==> src/rtl/ld_cycle_seq_pkg.sv <==
package ld_cycle_seq_pkg;

  localparam int T_W = 3;

  typedef enum logic [1:0] {
    CYC_FETCH = 2'b00,
    CYC_READ  = 2'b01,
    CYC_WRITE = 2'b10,
    CYC_INT   = 2'b11
  } cyc_e;

  typedef enum logic [2:0] {
    AS_PC, AS_PTR, AS_DIR0, AS_DIR1, AS_STKLO, AS_STKHI
  } addr_e;

  typedef enum logic [3:0] {
    SH_NONE, SH_RD1, SH_WR1, SH_IMM8, SH_MEMIMM, SH_IDXRD, SH_IDXWR, SH_IDXIMM,
    SH_DIRRD1, SH_DIRWR1, SH_DIRRD2, SH_DIRWR2, SH_IMM16, SH_SPLD, SH_PUSH, SH_POP
  } shape_e;

  typedef enum logic [1:0] {PFX_NONE, PFX_IDX, PFX_EXT} pfx_e;

  typedef struct packed {
    cyc_e           cyc;
    logic [T_W-1:0] len;
    logic           opnd;
    logic           last;
    addr_e          addr;
  } step_t;

  typedef struct packed {
    shape_e         shape;
    logic           isPfx;
    pfx_e           nextPfx;
    logic           bad;
    logic [T_W-1:0] fetchLen;
  } dec_t;

  typedef struct packed {
    logic  latchOp;
    logic  pcInc;
    logic  latchOpnd;
    logic  spDec2;
    logic  spInc2;
    addr_e addrSel;
  } strobe_t;

  function automatic step_t mk(input cyc_e c, input logic [T_W-1:0] l,
                               input logic o, input logic la, input addr_e a);
    mk = '{cyc: c, len: l, opnd: o, last: la, addr: a};
  endfunction

  // Cycles that follow the final opcode fetch, indexed by step.
  function automatic step_t seqStep(input shape_e sh, input logic [T_W-1:0] st);
    step_t s;
    s = mk(CYC_INT, 3'd1, 1'b0, 1'b1, AS_PC);
    case (sh)
      SH_RD1:    s = mk(CYC_READ, 3'd3, 1'b0, 1'b1, AS_PTR);
      SH_WR1:    s = mk(CYC_WRITE, 3'd3, 1'b0, 1'b1, AS_PTR);
      SH_IMM8:   s = mk(CYC_READ, 3'd3, 1'b1, 1'b1, AS_PC);
      SH_MEMIMM: s = (st == 0) ? mk(CYC_READ, 3'd3, 1'b1, 1'b0, AS_PC)
                               : mk(CYC_WRITE, 3'd3, 1'b0, 1'b1, AS_PTR);
      SH_IDXRD, SH_IDXWR: begin
        case (st)
          3'd0:    s = mk(CYC_READ, 3'd3, 1'b1, 1'b0, AS_PC);
          3'd1:    s = mk(CYC_INT, 3'd5, 1'b0, 1'b0, AS_PC);
          default: s = mk((sh == SH_IDXRD) ? CYC_READ : CYC_WRITE, 3'd3, 1'b0, 1'b1, AS_PTR);
        endcase
      end
      SH_IDXIMM: begin
        case (st)
          3'd0, 3'd1: s = mk(CYC_READ, 3'd3, 1'b1, 1'b0, AS_PC);
          3'd2:       s = mk(CYC_INT, 3'd2, 1'b0, 1'b0, AS_PC);
          default:    s = mk(CYC_WRITE, 3'd3, 1'b0, 1'b1, AS_PTR);
        endcase
      end
      SH_DIRRD1, SH_DIRWR1, SH_DIRRD2, SH_DIRWR2: begin
        if (st < 3'd2)
          s = mk(CYC_READ, 3'd3, 1'b1, 1'b0, AS_PC);
        else
          s = mk((sh == SH_DIRRD1 || sh == SH_DIRRD2) ? CYC_READ : CYC_WRITE, 3'd3, 1'b0,
                 (st == 3'd3) || sh == SH_DIRRD1 || sh == SH_DIRWR1,
                 (st == 3'd3) ? AS_DIR1 : AS_DIR0);
      end
      SH_IMM16:  s = mk(CYC_READ, 3'd3, 1'b1, st == 3'd1, AS_PC);
      SH_PUSH:   s = mk(CYC_WRITE, 3'd3, 1'b0, st == 3'd1, (st == 0) ? AS_STKHI : AS_STKLO);
      SH_POP:    s = mk(CYC_READ, 3'd3, 1'b0, st == 3'd1, (st == 0) ? AS_STKLO : AS_STKHI);
      default:   s = mk(CYC_INT, 3'd1, 1'b0, 1'b1, AS_PC);
    endcase
    return s;
  endfunction

  function automatic logic hasSteps(input shape_e sh);
    return sh != SH_NONE && sh != SH_SPLD;
  endfunction

  function automatic dec_t decode(input pfx_e pfx, input logic [7:0] op);
    dec_t d;
    d = '{shape: SH_NONE, isPfx: 1'b0, nextPfx: PFX_NONE, bad: 1'b0, fetchLen: 3'd4};
    if (pfx == PFX_EXT) begin
      if (op[7:6] == 2'b01 && op[2:0] == 3'b011) d.shape = op[3] ? SH_DIRRD2 : SH_DIRWR2;
      else d.bad = 1'b1;
    end else if (op == 8'hDD || op == 8'hFD) begin
      d.isPfx = 1'b1; d.nextPfx = PFX_IDX;
    end else if (op == 8'hED) begin
      d.isPfx = 1'b1; d.nextPfx = PFX_EXT;
    end else if (pfx == PFX_IDX) begin
      if (op[7:6] == 2'b01) begin
        if (op == 8'h76)             d.bad = 1'b1;
        else if (op[2:0] == 3'b110)  d.shape = SH_IDXRD;
        else if (op[5:3] == 3'b110)  d.shape = SH_IDXWR;
      end
      else if (op == 8'h36) d.shape = SH_IDXIMM;
      else if (op == 8'h21) d.shape = SH_IMM16;
      else if (op == 8'h22) d.shape = SH_DIRWR2;
      else if (op == 8'h2A) d.shape = SH_DIRRD2;
      else if (op == 8'hF9) d.shape = SH_SPLD;
      else if (op == 8'hE1) d.shape = SH_POP;
      else if (op == 8'hE5) d.shape = SH_PUSH;
      else d.bad = 1'b1;
    end else begin
      if (op[7:6] == 2'b01) begin
        if (op == 8'h76)             d.shape = SH_NONE;
        else if (op[2:0] == 3'b110)  d.shape = SH_RD1;
        else if (op[5:3] == 3'b110)  d.shape = SH_WR1;
      end
      else if (op[7:6] == 2'b00 && op[2:0] == 3'b110) d.shape = (op == 8'h36) ? SH_MEMIMM : SH_IMM8;
      else if (op == 8'h02 || op == 8'h12) d.shape = SH_WR1;
      else if (op == 8'h0A || op == 8'h1A) d.shape = SH_RD1;
      else if (op == 8'h32) d.shape = SH_DIRWR1;
      else if (op == 8'h3A) d.shape = SH_DIRRD1;
      else if (op == 8'h22) d.shape = SH_DIRWR2;
      else if (op == 8'h2A) d.shape = SH_DIRRD2;
      else if (op[7:6] == 2'b00 && op[3:0] == 4'b0001) d.shape = SH_IMM16;
      else if (op == 8'hF9) d.shape = SH_SPLD;
      else if (op[7:6] == 2'b11 && op[3:0] == 4'b0101) d.shape = SH_PUSH;
      else if (op[7:6] == 2'b11 && op[3:0] == 4'b0001) d.shape = SH_POP;
    end
    if (d.shape == SH_SPLD) d.fetchLen = 3'd6;
    else if (d.shape == SH_PUSH) d.fetchLen = 3'd5;
    return d;
  endfunction

endpackage

==> src/rtl/ld_seq_ctrl.sv <==
module ld_seq_ctrl
  import ld_cycle_seq_pkg::*;
(
  input  logic           clk,
  input  logic           rstN,
  input  logic [7:0]     opcode,
  output strobe_t        stb,
  output cyc_e           cycType,
  output logic [T_W-1:0] tState,
  output logic           operandCyc,
  output logic           instDone,
  output logic           illegal
);

  logic           inFetch;
  shape_e         shapeQ;
  logic [T_W-1:0] stepQ;
  logic [T_W-1:0] tQ;
  pfx_e           pfxQ;
  logic           illegalQ;

  dec_t           dec;
  step_t          desc;
  logic [T_W-1:0] curLen;
  logic           cycEnd;
  logic           lastCyc;

  always_comb begin
    dec     = decode(pfxQ, opcode);
    desc    = seqStep(shapeQ, stepQ);
    curLen  = inFetch ? dec.fetchLen : desc.len;
    cycEnd  = (tQ == curLen - 3'd1);
    lastCyc = inFetch ? (!dec.isPfx && !hasSteps(dec.shape)) : desc.last;
  end

  assign instDone   = cycEnd && lastCyc;
  assign cycType    = inFetch ? CYC_FETCH : desc.cyc;
  assign operandCyc = !inFetch && desc.opnd;
  assign tState     = tQ;
  assign illegal    = illegalQ;

  always_comb begin
    stb.latchOp   = inFetch && (tQ == 3'd1);
    stb.pcInc     = cycEnd && (inFetch || desc.opnd);
    stb.latchOpnd = cycEnd && !inFetch && desc.opnd;
    stb.spDec2    = cycEnd && inFetch && !dec.isPfx && dec.shape == SH_PUSH;
    stb.spInc2    = instDone && !inFetch && shapeQ == SH_POP;
    stb.addrSel   = inFetch ? AS_PC : desc.addr;
  end

  always_ff @(posedge clk) begin
    if (!rstN) begin
      inFetch  <= 1'b1;
      shapeQ   <= SH_NONE;
      stepQ    <= '0;
      tQ       <= '0;
      pfxQ     <= PFX_NONE;
      illegalQ <= 1'b0;
    end else if (cycEnd) begin
      tQ <= '0;
      if (inFetch) begin
        if (dec.isPfx) begin
          pfxQ <= dec.nextPfx;
        end else begin
          pfxQ   <= PFX_NONE;
          shapeQ <= dec.shape;
          stepQ  <= '0;
          if (dec.bad) illegalQ <= 1'b1;
          inFetch <= !hasSteps(dec.shape);
        end
      end else if (desc.last) begin
        inFetch <= 1'b1;
      end else begin
        stepQ <= stepQ + 3'd1;
      end
    end else begin
      tQ <= tQ + 3'd1;
    end
  end


  tstate_range_chk: assert property (@(posedge clk) disable iff (!rstN) tQ < curLen);

  tstate_step_chk: assert property (@(posedge clk) disable iff (!rstN)
    (tQ != 3'd0) |-> (tQ == $past(tQ) + 3'd1));

  done_next_fetch_chk: assert property (@(posedge clk) disable iff (!rstN)
    instDone |=> (cycType == CYC_FETCH && tQ == 3'd0));

  operand_read_chk: assert property (@(posedge clk) disable iff (!rstN)
    operandCyc |-> (cycType == CYC_READ));

  illegal_sticky_chk: assert property (@(posedge clk) disable iff (!rstN)
    illegalQ |=> illegalQ);

endmodule

==> src/rtl/ld_seq_dp.sv <==
module ld_seq_dp
  import ld_cycle_seq_pkg::*;
#(
  parameter int              ADDR_W  = 16,
  parameter logic [ADDR_W-1:0] PC_INIT = '0,
  parameter logic [ADDR_W-1:0] SP_INIT = '0
) (
  input  logic              clk,
  input  logic              rstN,
  input  strobe_t           stb,
  input  logic [7:0]        memData,
  output logic [7:0]        opcode,
  output logic [ADDR_W-1:0] memAddr,
  output logic [ADDR_W-1:0] spVal
);

  localparam logic [ADDR_W-1:0] ONE = ADDR_W'(1);
  localparam logic [ADDR_W-1:0] TWO = ADDR_W'(2);

  logic [ADDR_W-1:0] pcQ, spQ;
  logic [7:0]        opQ, loQ, hiQ;
  logic [ADDR_W-1:0] dirAddr;

  assign dirAddr = ADDR_W'({hiQ, loQ});
  assign opcode  = opQ;
  assign spVal   = spQ;

  always_comb begin
    case (stb.addrSel)
      AS_PTR:   memAddr = '0;
      AS_DIR0:  memAddr = dirAddr;
      AS_DIR1:  memAddr = dirAddr + ONE;
      AS_STKLO: memAddr = spQ;
      AS_STKHI: memAddr = spQ + ONE;
      default:  memAddr = pcQ;
    endcase
  end

  always_ff @(posedge clk) begin
    if (!rstN) begin
      pcQ <= PC_INIT;
      spQ <= SP_INIT;
      opQ <= '0;
      loQ <= '0;
      hiQ <= '0;
    end else begin
      if (stb.latchOp)   opQ <= memData;
      if (stb.pcInc)     pcQ <= pcQ + ONE;
      if (stb.latchOpnd) begin
        loQ <= hiQ;
        hiQ <= memData;
      end
      if (stb.spDec2)      spQ <= spQ - TWO;
      else if (stb.spInc2) spQ <= spQ + TWO;
    end
  end


  sp_push_chk: assert property (@(posedge clk) disable iff (!rstN)
    stb.spDec2 |=> (spQ == $past(spQ) - TWO));

  sp_pop_chk: assert property (@(posedge clk) disable iff (!rstN)
    stb.spInc2 |=> (spQ == $past(spQ) + TWO));

endmodule

==> src/rtl/ld_cycle_seq.sv <==
module ld_cycle_seq
  import ld_cycle_seq_pkg::*;
#(
  parameter int                ADDR_W  = 16,
  parameter logic [ADDR_W-1:0] PC_INIT = '0,
  parameter logic [ADDR_W-1:0] SP_INIT = '0
) (
  input  logic              clk,
  input  logic              rstN,
  input  logic [7:0]        memData,
  output logic [ADDR_W-1:0] memAddr,
  output logic [1:0]        cycType,
  output logic [T_W-1:0]    tState,
  output logic              operandCyc,
  output logic              instDone,
  output logic              illegal,
  output logic [ADDR_W-1:0] spVal
);

  strobe_t    stb;
  cyc_e       cycE;
  logic [7:0] opcode;

  ld_seq_ctrl u_ctrl (
    .clk(clk), .rstN(rstN), .opcode(opcode), .stb(stb), .cycType(cycE),
    .tState(tState), .operandCyc(operandCyc), .instDone(instDone), .illegal(illegal)
  );

  ld_seq_dp #(.ADDR_W(ADDR_W), .PC_INIT(PC_INIT), .SP_INIT(SP_INIT)) u_dp (
    .clk(clk), .rstN(rstN), .stb(stb), .memData(memData), .opcode(opcode),
    .memAddr(memAddr), .spVal(spVal)
  );

  assign cycType = cycE;

endmodule

==> config.mk <==
export PLATFORM = sky130hd
export DESIGN_NAME = ld_cycle_seq
export DESIGN_NICKNAME = d
export VERILOG_FILES = /design/src/rtl/ld_cycle_seq_pkg.sv /design/src/rtl/ld_seq_ctrl.sv /design/src/rtl/ld_seq_dp.sv /design/src/rtl/ld_cycle_seq.sv
export SDC_FILE = /design/constraint.sdc
export NUM_CORES = 1
export LEC_CHECK = 0
export ABC_CLOCK_PERIOD_IN_PS = 11500
export CAP_MARGIN = 20
export CORE_AREA = 4 4 133 135
export CTS_BUF_LIST = sky130_fd_sc_hd__clkbuf_2 sky130_fd_sc_hd__clkbuf_4 sky130_fd_sc_hd__clkbuf_8
export DETAILED_ROUTE_END_ITERATION = 10
export DIE_AREA = 0 0 137 139
export GPL_TIMING_DRIVEN = 1
export SLEW_MARGIN = 20
export SYNTH_ARGS = -nofsm -noshare
export SYNTH_HDL_FRONTEND = slang
export SYNTH_HIERARCHICAL = 1
export SYNTH_SLANG_ARGS = --single-unit
==> constraint.sdc <==
create_clock -name clk -period 11.5 [get_ports clk]
set_input_delay 1.725 -clock clk [delete_from_list [all_inputs] [get_ports clk]]
set_output_delay 1.725 -clock clk [all_outputs]
set_load 0.005 [all_outputs]
# == After elaboration in Yosys (flattened, before gate mapping) ==
# Index checks and enable logic that the tools add are counted.
# totals
word_cells,193
regBits,70
in_bits,10
out_inout_bits,40
# op_classes
order_cmp,1
bitwise,2
n_reduce_logical,40
n_eq_ne,55
n_mux,76
n_addsub,8
# ops
cell,count
4-bit 2-to-1 mux,29
10-bit one-hot mux with 10 select lines,1
16-bit one-hot mux with 5 select lines,1
"16-bit by 1-bit adder with 16-bit output, second input constant",3
"8-bit by 6-bit == test with 1-bit output, second input constant",6
"8-bit == test, second input constant",6
10-bit one-hot mux with 2 select lines,2
"4-bit == test, second input constant",9
3-bit 2-to-1 mux,11
16-bit 2-to-1 mux,2
1-bit 2-to-1 mux,23
"4-bit by 3-bit == test with 1-bit output, second input constant",5
10-bit 2-to-1 mux,2
1-bit logical AND,18
"16-bit by 2-bit adder with 16-bit output, second input constant",1
"8-bit by 5-bit == test with 1-bit output, second input constant",2
"16-bit by 2-bit subtractor with 16-bit output, second input constant",1
"3-bit by 2-bit == test with 1-bit output, second input constant",5
"3-bit == test, second input constant",4
2-bit 2-to-1 mux,5
"3-bit by 1-bit == test with 1-bit output, second input constant",3
"4-bit by 1-bit == test with 1-bit output, second input constant",2
"4-bit by 2-bit == test with 1-bit output, second input constant",2
"8-bit by 2-bit == test with 1-bit output, second input constant",1
other kinds (23),38

# == Longest topological paths before layout ==
# Gate-level depths: netlist (run 1).
# depth
ltp_word,29
ltp_mapped,23

# == Modules after synthesis ==
# The synthesis (run 1) kept the hierarchy.
# modules_own_cells
module,cells_each,area_per_inst_um2,n_inst
ld_seq_dp,430,3529.6,1
ld_seq_ctrl,283,1969.4,1

# == Least setup slack after synthesis (run 1) ==
# Ideal clock, no wire load.
# synth_timing
path_type,register -> output
startpoint,register u_dp.opQ[6] (netlist: u_dp/opcode[6])
endpoint,output instDone
arrival_ns,3.750
stages_incl_launch_ff,18
setup_slack_ns,6.025
path_cell_list,dfxtp_1 or4b_4 buf_6 or4_4 o311ai_1 a31o_4 and3_1 nand2_1 a21o_1 ha_1 xor2_1 xor2_1 and2_0 nor4b_1 a31oi_1 nand3_1 buf_2 nor2b_1
# synth_between
elab_chain_len,25
# synth_lines
item,line_no,source
"start, declared",ld_seq_dp.sv:21,"logic [7:0] opQ, loQ, hiQ;"
"start signal, assigned",ld_seq_dp.sv:47,if (stb.latchOp) opQ <= memData;
2-bit == test,"ld_cycle_seq_pkg.sv:136, ld_cycle_seq_pkg.sv:137",
1-bit logical AND,ld_cycle_seq_pkg.sv:137,else if (op[7:6] == 2'b11 && op[3:0] == 4'b0001) d.shape = SH_POP;
4-bit 2-to-1 mux,ld_cycle_seq_pkg.sv:137,
4-bit 2-to-1 mux,ld_cycle_seq_pkg.sv:136,else if (op[7:6] == 2'b11 && op[3:0] == 4'b0101) d.shape = SH_PUSH;
4-bit 2-to-1 mux,ld_cycle_seq_pkg.sv:135,else if (op == 8'hF9) d.shape = SH_SPLD;
4-bit 2-to-1 mux,ld_cycle_seq_pkg.sv:134,else if (op[7:6] == 2'b00 && op[3:0] == 4'b0001) d.shape = SH_IMM16;
4-bit 2-to-1 mux,ld_cycle_seq_pkg.sv:133,else if (op == 8'h2A) d.shape = SH_DIRRD2;
4-bit 2-to-1 mux,ld_cycle_seq_pkg.sv:132,else if (op == 8'h22) d.shape = SH_DIRWR2;
(+9 left out),--,
4-bit 2-to-1 mux,ld_cycle_seq_pkg.sv:100,if (pfx == PFX_EXT) begin
4-bit == test,ld_cycle_seq_pkg.sv:140,else if (d.shape == SH_PUSH) d.fetchLen = 3'd5;
1-bit 2-to-1 mux,ld_cycle_seq_pkg.sv:140,
3-bit 2-to-1 mux,ld_cycle_seq_pkg.sv:139,if (d.shape == SH_SPLD) d.fetchLen = 3'd6;
3-bit 2-to-1 mux,ld_seq_ctrl.sv:31,curLen = inFetch ? dec.fetchLen : desc.len;
3-bit by 1-bit subtractor with 3-bit output,ld_seq_ctrl.sv:32,cycEnd = (tQ == curLen - 3'd1);
3-bit == test,ld_seq_ctrl.sv:32,
1-bit logical AND *,ld_seq_ctrl.sv:36,assign instDone = cycEnd && lastCyc;
"end, declared",ld_cycle_seq.sv:15,"output logic instDone,"
# Mark *: on every way between the ends. The rest lies on a longest branch, timed or not.

# == Worst setup path in the final report (run 1) ==
# layout_timing
startpoint,register u_dp.opQ[7] (netlist: u_dp/opcode[7])
endpoint,output instDone
# The elaborated chain is that of the path after synthesis.

==> metrics.txt, run 1 <==
Hold WC Path Type=flip-flop to flip-flop; Crit-path slowest cell=o31ai_1; die height=139 µm; asr flop ratio synth=0; Crit path arrival time=5.14 ns; P per Cell Area=84.07 mW/mm²; Required @ worst endpoint=9.78 ns; # IOs=50; Min-Delay Path Depth=1; Synth cell types=86; crit end category=primary output; register share of total power=0.498; CTS tree=built; synthesized area=0.005499 mm²; CP Launch Point=u_dp/opcode[7]; largest fanout on the critical path=13; register area=0.001381 mm²; share of the synthesized area in the top cell type=0.2512; clock network power share=0.350; drc violations=0; Worst-path clk slew=0.07 ns; largest net degree at the start of global routing=69; 1st-iter DRT viols=419; Yosys top cell by area=dfxtp_1; Cell Area, Placed=0.006106 mm²; Synth Area per Inst=7.713 µm²; synth warn=6; share of post-route cells with drive strength above 1=0.07337; total nets after synthesis=747; Leak Pwr=2.183 nW; final global-route overflow total=0; hold_buf cts=0; vias in the first global route=4748; cell breakdown of the critical path=nand4b_1, o31ai_1, nand2b_1, a221oi_2, nor2_1, nor3_1, a21oi_1, ha_1, xor2_1, xor2_1, and2_0, nor4b_1, a31oi_1, nand3_1, nor2b_1, clkdlybuf4s50_1; area taken by multi-input logic gates=0.003854 mm²; DP HPWL=10.84 mm; # port buffers=48; Worst Hold Endpoint=u_ctrl/illegal; Final Hold Vio Count=0; nets=765; global-route wire length before repair=24.38 mm; Final min period=6.864 ns; register area share after synthesis=0.2512; clk_lat worst skew=0.36 ns; R2R setup slack=5.86 ns; via count of the routed design=5163; Peak VDD IR=0.00004207 V; Critical Path Source Type=flip-flop; die area=0.01904 mm²; finished layout cell area=0.006286 mm²; GRT Resource Usage Total=0.1565; Area Overhead vs Synth=14.31%; Via density=5.401; Pint=0.0003644 W; Setup CP Type=flip-flop to primary output; Setup Viol. Count Final=0; Final Non-Filler Cells=956; Clock Tree Root=clkbuf_8; Max Root-Sink Buffers=2; Synth Flop Type=dfxtp_1; Max Fclk=145.7 MHz; Hold WS=0.4700 ns; Max Cap Violations=0; post-CTS setup buffers=0; RSZ-0062 raised after global routing=false; antenna violations before repair=0; Worst slew margin=0.3392; Cells after DPL=940; Gate power share=0.152; post-detailed-routing wire length=14.74 mm; Switch Pwr=0.0001641 W; Critical Path Max Stage Delay=0.83 ns; drt wl/cell=15.42 µm; worst hold start=u_ctrl/illegal; setup_tns=0 ns; DRT Pass-1 Iters=5; Starting Density=0.3340; Sink Count=69; Slew @ Worst Pin=0.9876 ns; CTS buffer count=9; Post-synth EDFFs=0; Worst Skew=0.01160 ns; Register-to-Register Path Depth=20; Post-CTS Resized=0; crit share post-route=0.5968; FF-to-FF End=u_dp/spVal[14]; Placer Congestion=0.8519; status=finished, final reports clean; Synth area leaders=dfxtp_1 25%, mux2i_1 5.6%, ha_1 5.2%; fillcell total=1753; row count=47; switching share of power=0.3105; flops & latches, synth=69; Slew Limit Fails=0; Worst R2R Start=u_dp/opcode[6]; cells after synthesis=713; Core Area=0.01647 mm²; Crit path top cell by count=xor2_1; die span in x=137 µm; htree depth=3; DRT antenna net count=0; ANT cells=0
-- cell usage in the layout (no fill, tap or decap), drive strengths merged, types with 8 or more instances in the layout --
cell / n
xor2: 12
dfxtp: 69
ha: 23
inv: 25
a21o: 8
xnor2: 32
o21ai: 32
and3: 8
or3: 8
a31oi: 8
clkdlybuf4s50: 47
clkbuf: 10
nand4: 15
a21oi: 53
and2: 24
mux2i: 31
nand2: 62
nand3: 35
nor3: 30
nor2: 40
o22ai: 14
o31ai: 8
nor2b: 34
-- worst max-delay path, delay by kind of cell, from the launching register on --
kind,cells,cell delay [ns]
and+or+nand+nor,8,2.14
AOI/OAI and AO/OA,4,1.10
buffers and inverters,1,0.52
DFF,1,0.47
xor gates and xnor gates,2,0.37
adders and majority gates,1,0.18
-- worst max-delay path by stage --
stage	depth (start not counted)	slack [ns]	end
floorplan	17	6.02	instDone
global placement	16	5.17	instDone
detailed placement	16	5.06	instDone
CTS	16	4.61	instDone
global route	16	4.10	instDone
finish	16	4.64	instDone
-- cell type report --
type                       instances  area share
timing repair buffer              52     0.08041
tap                              220     0.04379
sequential                        69      0.2197
clock inverter                     6    0.006170
clock buffer                      10     0.02189
inverter                          25     0.01493
multi-input combinational        574      0.6131
-- sequential cells by signal, summed over array words and instances, names as in the netlist --
name	cells
u_ctrl/illegal	1
u_ctrl/inFetch	1
u_ctrl/pfxQ	2
u_ctrl/shapeQ	4
u_ctrl/stepQ	3
u_ctrl/tState	3
u_dp/hiQ	8
u_dp/loQ	8
u_dp/opcode	8
u_dp/pcQ	16
u_dp/spVal	15
-- metrics by stage --
stage,util,power [W],setup WS (ns)
final,0.3818,0.0005284,4.636
after global routing,0.3818,0.0005564,4.100
after CTS,0.3815,0.0005343,4.611
after detailed placement,0.3708,0.0003489,5.063
after global placement,0.3708,0.0003487,5.169
after floorplan,-,0.0003254,6.025
-- cell usage after synthesis, drive strengths merged (8+ instances only) --
master,count
and2,24
nor2,40
nor3,30
a31oi,8
clkbuf,32
nand4,15
xor2,12
inv,25
nand2,62
nor2b,34
o31ai,8
nand3,35
or3,8
mux2i,31
buf,13
ha,23
dfxtp,69
xnor2,32
o22ai,14
a21oi,53
and3,8
a21o,8
o21ai,32
-- cell families (layout without fill, tap and decap cells) --
| group | count (synthesis) | count (layout) | synth area share |
|---|---|---|---|
| buffers and inverters | 70 | 93 | 0.05165 |
| AO/OA/AOI/OAI | 176 | 176 | 0.2148 |
| XOR/XNOR | 44 | 44 | 0.07008 |
| adder cells (fa/ha/maj) | 24 | 24 | 0.05597 |
| other | 1 | 1 | 0.0006819 |
| AND/OR/NAND/NOR | 298 | 298 | 0.2992 |
| flip-flops | 69 | 69 | 0.2512 |
| multiplexers | 31 | 31 | 0.05643 |
-- power groups by stage --
stage                     registers, W   logic, W  clock network, W
after floorplan               0.000257  0.0000688                 0
after global placement        0.000269  0.0000799                 0
after detailed placement      0.000269  0.0000802                 0
after CTS                     0.000263  0.0000805          0.000191
after global routing          0.000265  0.0000886          0.000202
final                         0.000263  0.0000803          0.000185
-- per-layer routing --
| layer | vias up | track usage | part of all wire |
|---|---|---|---|
| li1 | 2628 | - | - |
| met1 | 2434 | 0.2201 | 0.47 |
| met2 | 88 | 0.2412 | 0.47 |
| met3 | 13 | 0.03048 | 0.045 |
| met4 | 0 | 0.04727 | 0.012 |
| met5 | - | 0 | 0 |
Note: power is estimated with default switching activity, not from simulation.
==> inputs of run 2 (changes only) <==
--- a/config.mk
+++ b/config.mk
@@ -5,7 +5,7 @@
 export SDC_FILE = /design/constraint.sdc
 export NUM_CORES = 1
 export LEC_CHECK = 0
-export ABC_CLOCK_PERIOD_IN_PS = 11500
+export ABC_CLOCK_PERIOD_IN_PS = 6200
 export CAP_MARGIN = 20
 export CORE_AREA = 4 4 133 135
 export CTS_BUF_LIST = sky130_fd_sc_hd__clkbuf_2 sky130_fd_sc_hd__clkbuf_4 sky130_fd_sc_hd__clkbuf_8
==> constraint.sdc (replaced) <==
create_clock -name clk -period 6.2 [get_ports clk]
set_input_delay 0.93 -clock clk [delete_from_list [all_inputs] [get_ports clk]]
set_output_delay 0.93 -clock clk [all_outputs]
set_load 0.005 [all_outputs]
==> run 2 against run 1 <==
Setup slack worse by 4.3 ns. Hold slack worse by 0.0031 ns. Non-clock buffer count is 8 higher. Highest routed layer unchanged. Clock-buffer cell count is 1 lower. Register-to-register slack worse by 5.2 ns. Final area is 1.6% higher. Clock skew is 0.0025 ns higher. Clock power is 120% higher. First-iteration DRC count stayed put. Routed wire length is 1.0% higher. Die area stayed put.
==> metrics.txt, run 2 (same netlist as run 1, synthesis figures left out) <==
htree depth=3; DP HPWL=10.94 mm; GRT Resource Usage Total=0.1610; final global-route overflow total=0; Required @ worst endpoint=5.27 ns; nets=773; Max Fclk=171.8 MHz; row count=47; Slew Limit Fails=0; Area Overhead vs Synth=16.09%; status=finished, final reports clean; share of post-route cells with drive strength above 1=0.08210; die span in x=137 µm; die height=139 µm; Max Root-Sink Buffers=2; global-route wire length before repair=25.13 mm; ANT cells=0; Worst-path clk slew=0.08 ns; Hold WC Path Type=flip-flop to flip-flop; CTS buffer count=9; via count of the routed design=5217; Sink Count=69; Setup CP Type=flip-flop to primary output; Crit path arrival time=4.89 ns; Top reg by flops=u_dp/pcQ; setup_tns=0 ns; commonest non-fill, non-tap cell in the layout=dfxtp_1; Worst slew margin=0.3460; antenna violations before repair=0; Cells after DPL=947; Final Hold Vio Count=0; CTS tree=built; Final Non-Filler Cells=963; RSZ-0062 raised after global routing=false; Clock Tree Root=clkbuf_8; Critical Path Source Type=flip-flop; 1st-iter DRT viols=419; DRT Pass-1 Iters=5; max reg flops=16; Max Cap Violations=0; Core Area=0.01647 mm²; clk_lat worst skew=0.37 ns; Placer Congestion=0.8439; Via density=5.417; largest net degree at the start of global routing=69; die area=0.01904 mm²; post-detailed-routing wire length=14.90 mm; Peak VDD IR=0.00006774 V; drc violations=0; drt wl/cell=15.47 µm; largest fanout on the critical path=11; DRT antenna net count=0; finished layout cell area=0.006384 mm²; Cell Area, Placed=0.006158 mm²; Final min period=5.822 ns; # port buffers=48; Starting Density=0.3340; # IOs=50; crit share post-route=0.9390; P per Cell Area=164.0 mW/mm²; Slew @ Worst Pin=0.9773 ns; vias in the first global route=4789; Leak Pwr=2.245 nW; Setup Viol. Count Final=0; Worst Skew=0.01408 ns; crit end category=primary output; most frequent cells in the layout=69 x dfxtp_1, 62 x nand2_1, 49 x a21oi_1
==> run 2: worst paths after layout <==
check,from,end,slack [ns],cells past startpoint
max,u_dp/opcode[6],instDone,0.38,16
min,u_ctrl/illegal,u_ctrl/illegal,0.47,1
max reg2reg,u_dp/opcode[6],u_dp/spVal[14],0.70,20
min reg2reg,u_ctrl/illegal,u_ctrl/illegal,0.47,1
==> run 2: timing repair <==
item | CTS | global route
buffers inserted | 0 | 1
hold buffers | 0 | 0
setup endpoints to repair | 0 | 1
gates resized for setup | 0 | 2
endpoints found under the hold margin | 0 | 0
==> run 2: final cells by class <==
| cell class | instances | area (µm²) |
|---|---|---|
| fill | 1745 | 10080 |
| sequential | 69 | 1381 |
| inverter | 25 | 93.84 |
| multi-input combinational | 574 | 3855 |
| clock inverter | 6 | 88.84 |
| tap | 220 | 275.3 |
| clock buffer | 9 | 123.9 |
| timing repair buffer | 60 | 565.5 |
==> run 2: metal layers <==
layer | global-route usage | share of wire | vias up | wire, µm
met4 | 0.04832 | 0.014 | 0 | 211
li1 | - | - | 2641 | -
met3 | 0.02866 | 0.033 | 20 | 493
met1 | 0.2302 | 0.50 | 2460 | 7376
met2 | 0.2458 | 0.46 | 96 | 6817
met5 | 0 | 0 | - | 0
==> run 2: per-stage QoR <==
stage               power (W)  hold WS, ns  utilization  worst slack, ns
floorplan           0.0006035       0.4596            -           0.7968
global placement    0.0006478       0.4523       0.3740           0.6512
detailed placement  0.0006473       0.4598       0.3740           0.6050
CTS                  0.001060       0.4766       0.3869           0.1821
global route         0.001102       0.5000       0.3877          0.01184
finish               0.001047       0.4669       0.3877           0.3781
==> run 2: power breakdown <==
group / leakage, nW / total (W) / internal [W] / switching (W)
combinational: 1.59 / 0.000152 / 0.0000687 / 0.0000829
sequential: 0.557 / 0.000487 / 0.000454 / 0.0000333
clock: 0.101 / 0.000408 / 0.000224 / 0.000184
total: 2.24 / 0.00105 / 0.000747 / 0.000300
==> run 2: critical path: stages (launching register included) <==
cell,delay [ns]
dfxtp_1,0.38
or4b_4,0.64
o32ai_1,0.36
a41oi_1,0.13
a221oi_2,0.42
a22o_1,0.24
nand2_1,0.08
a21o_1,0.18
ha_1,0.20
xor2_1,0.22
xor2_1,0.16
and2_1,0.24
nor4b_1,0.26
a31oi_1,0.09
nand3_2,0.23
nor2b_1,0.18
clkdlybuf4s50_1,0.52
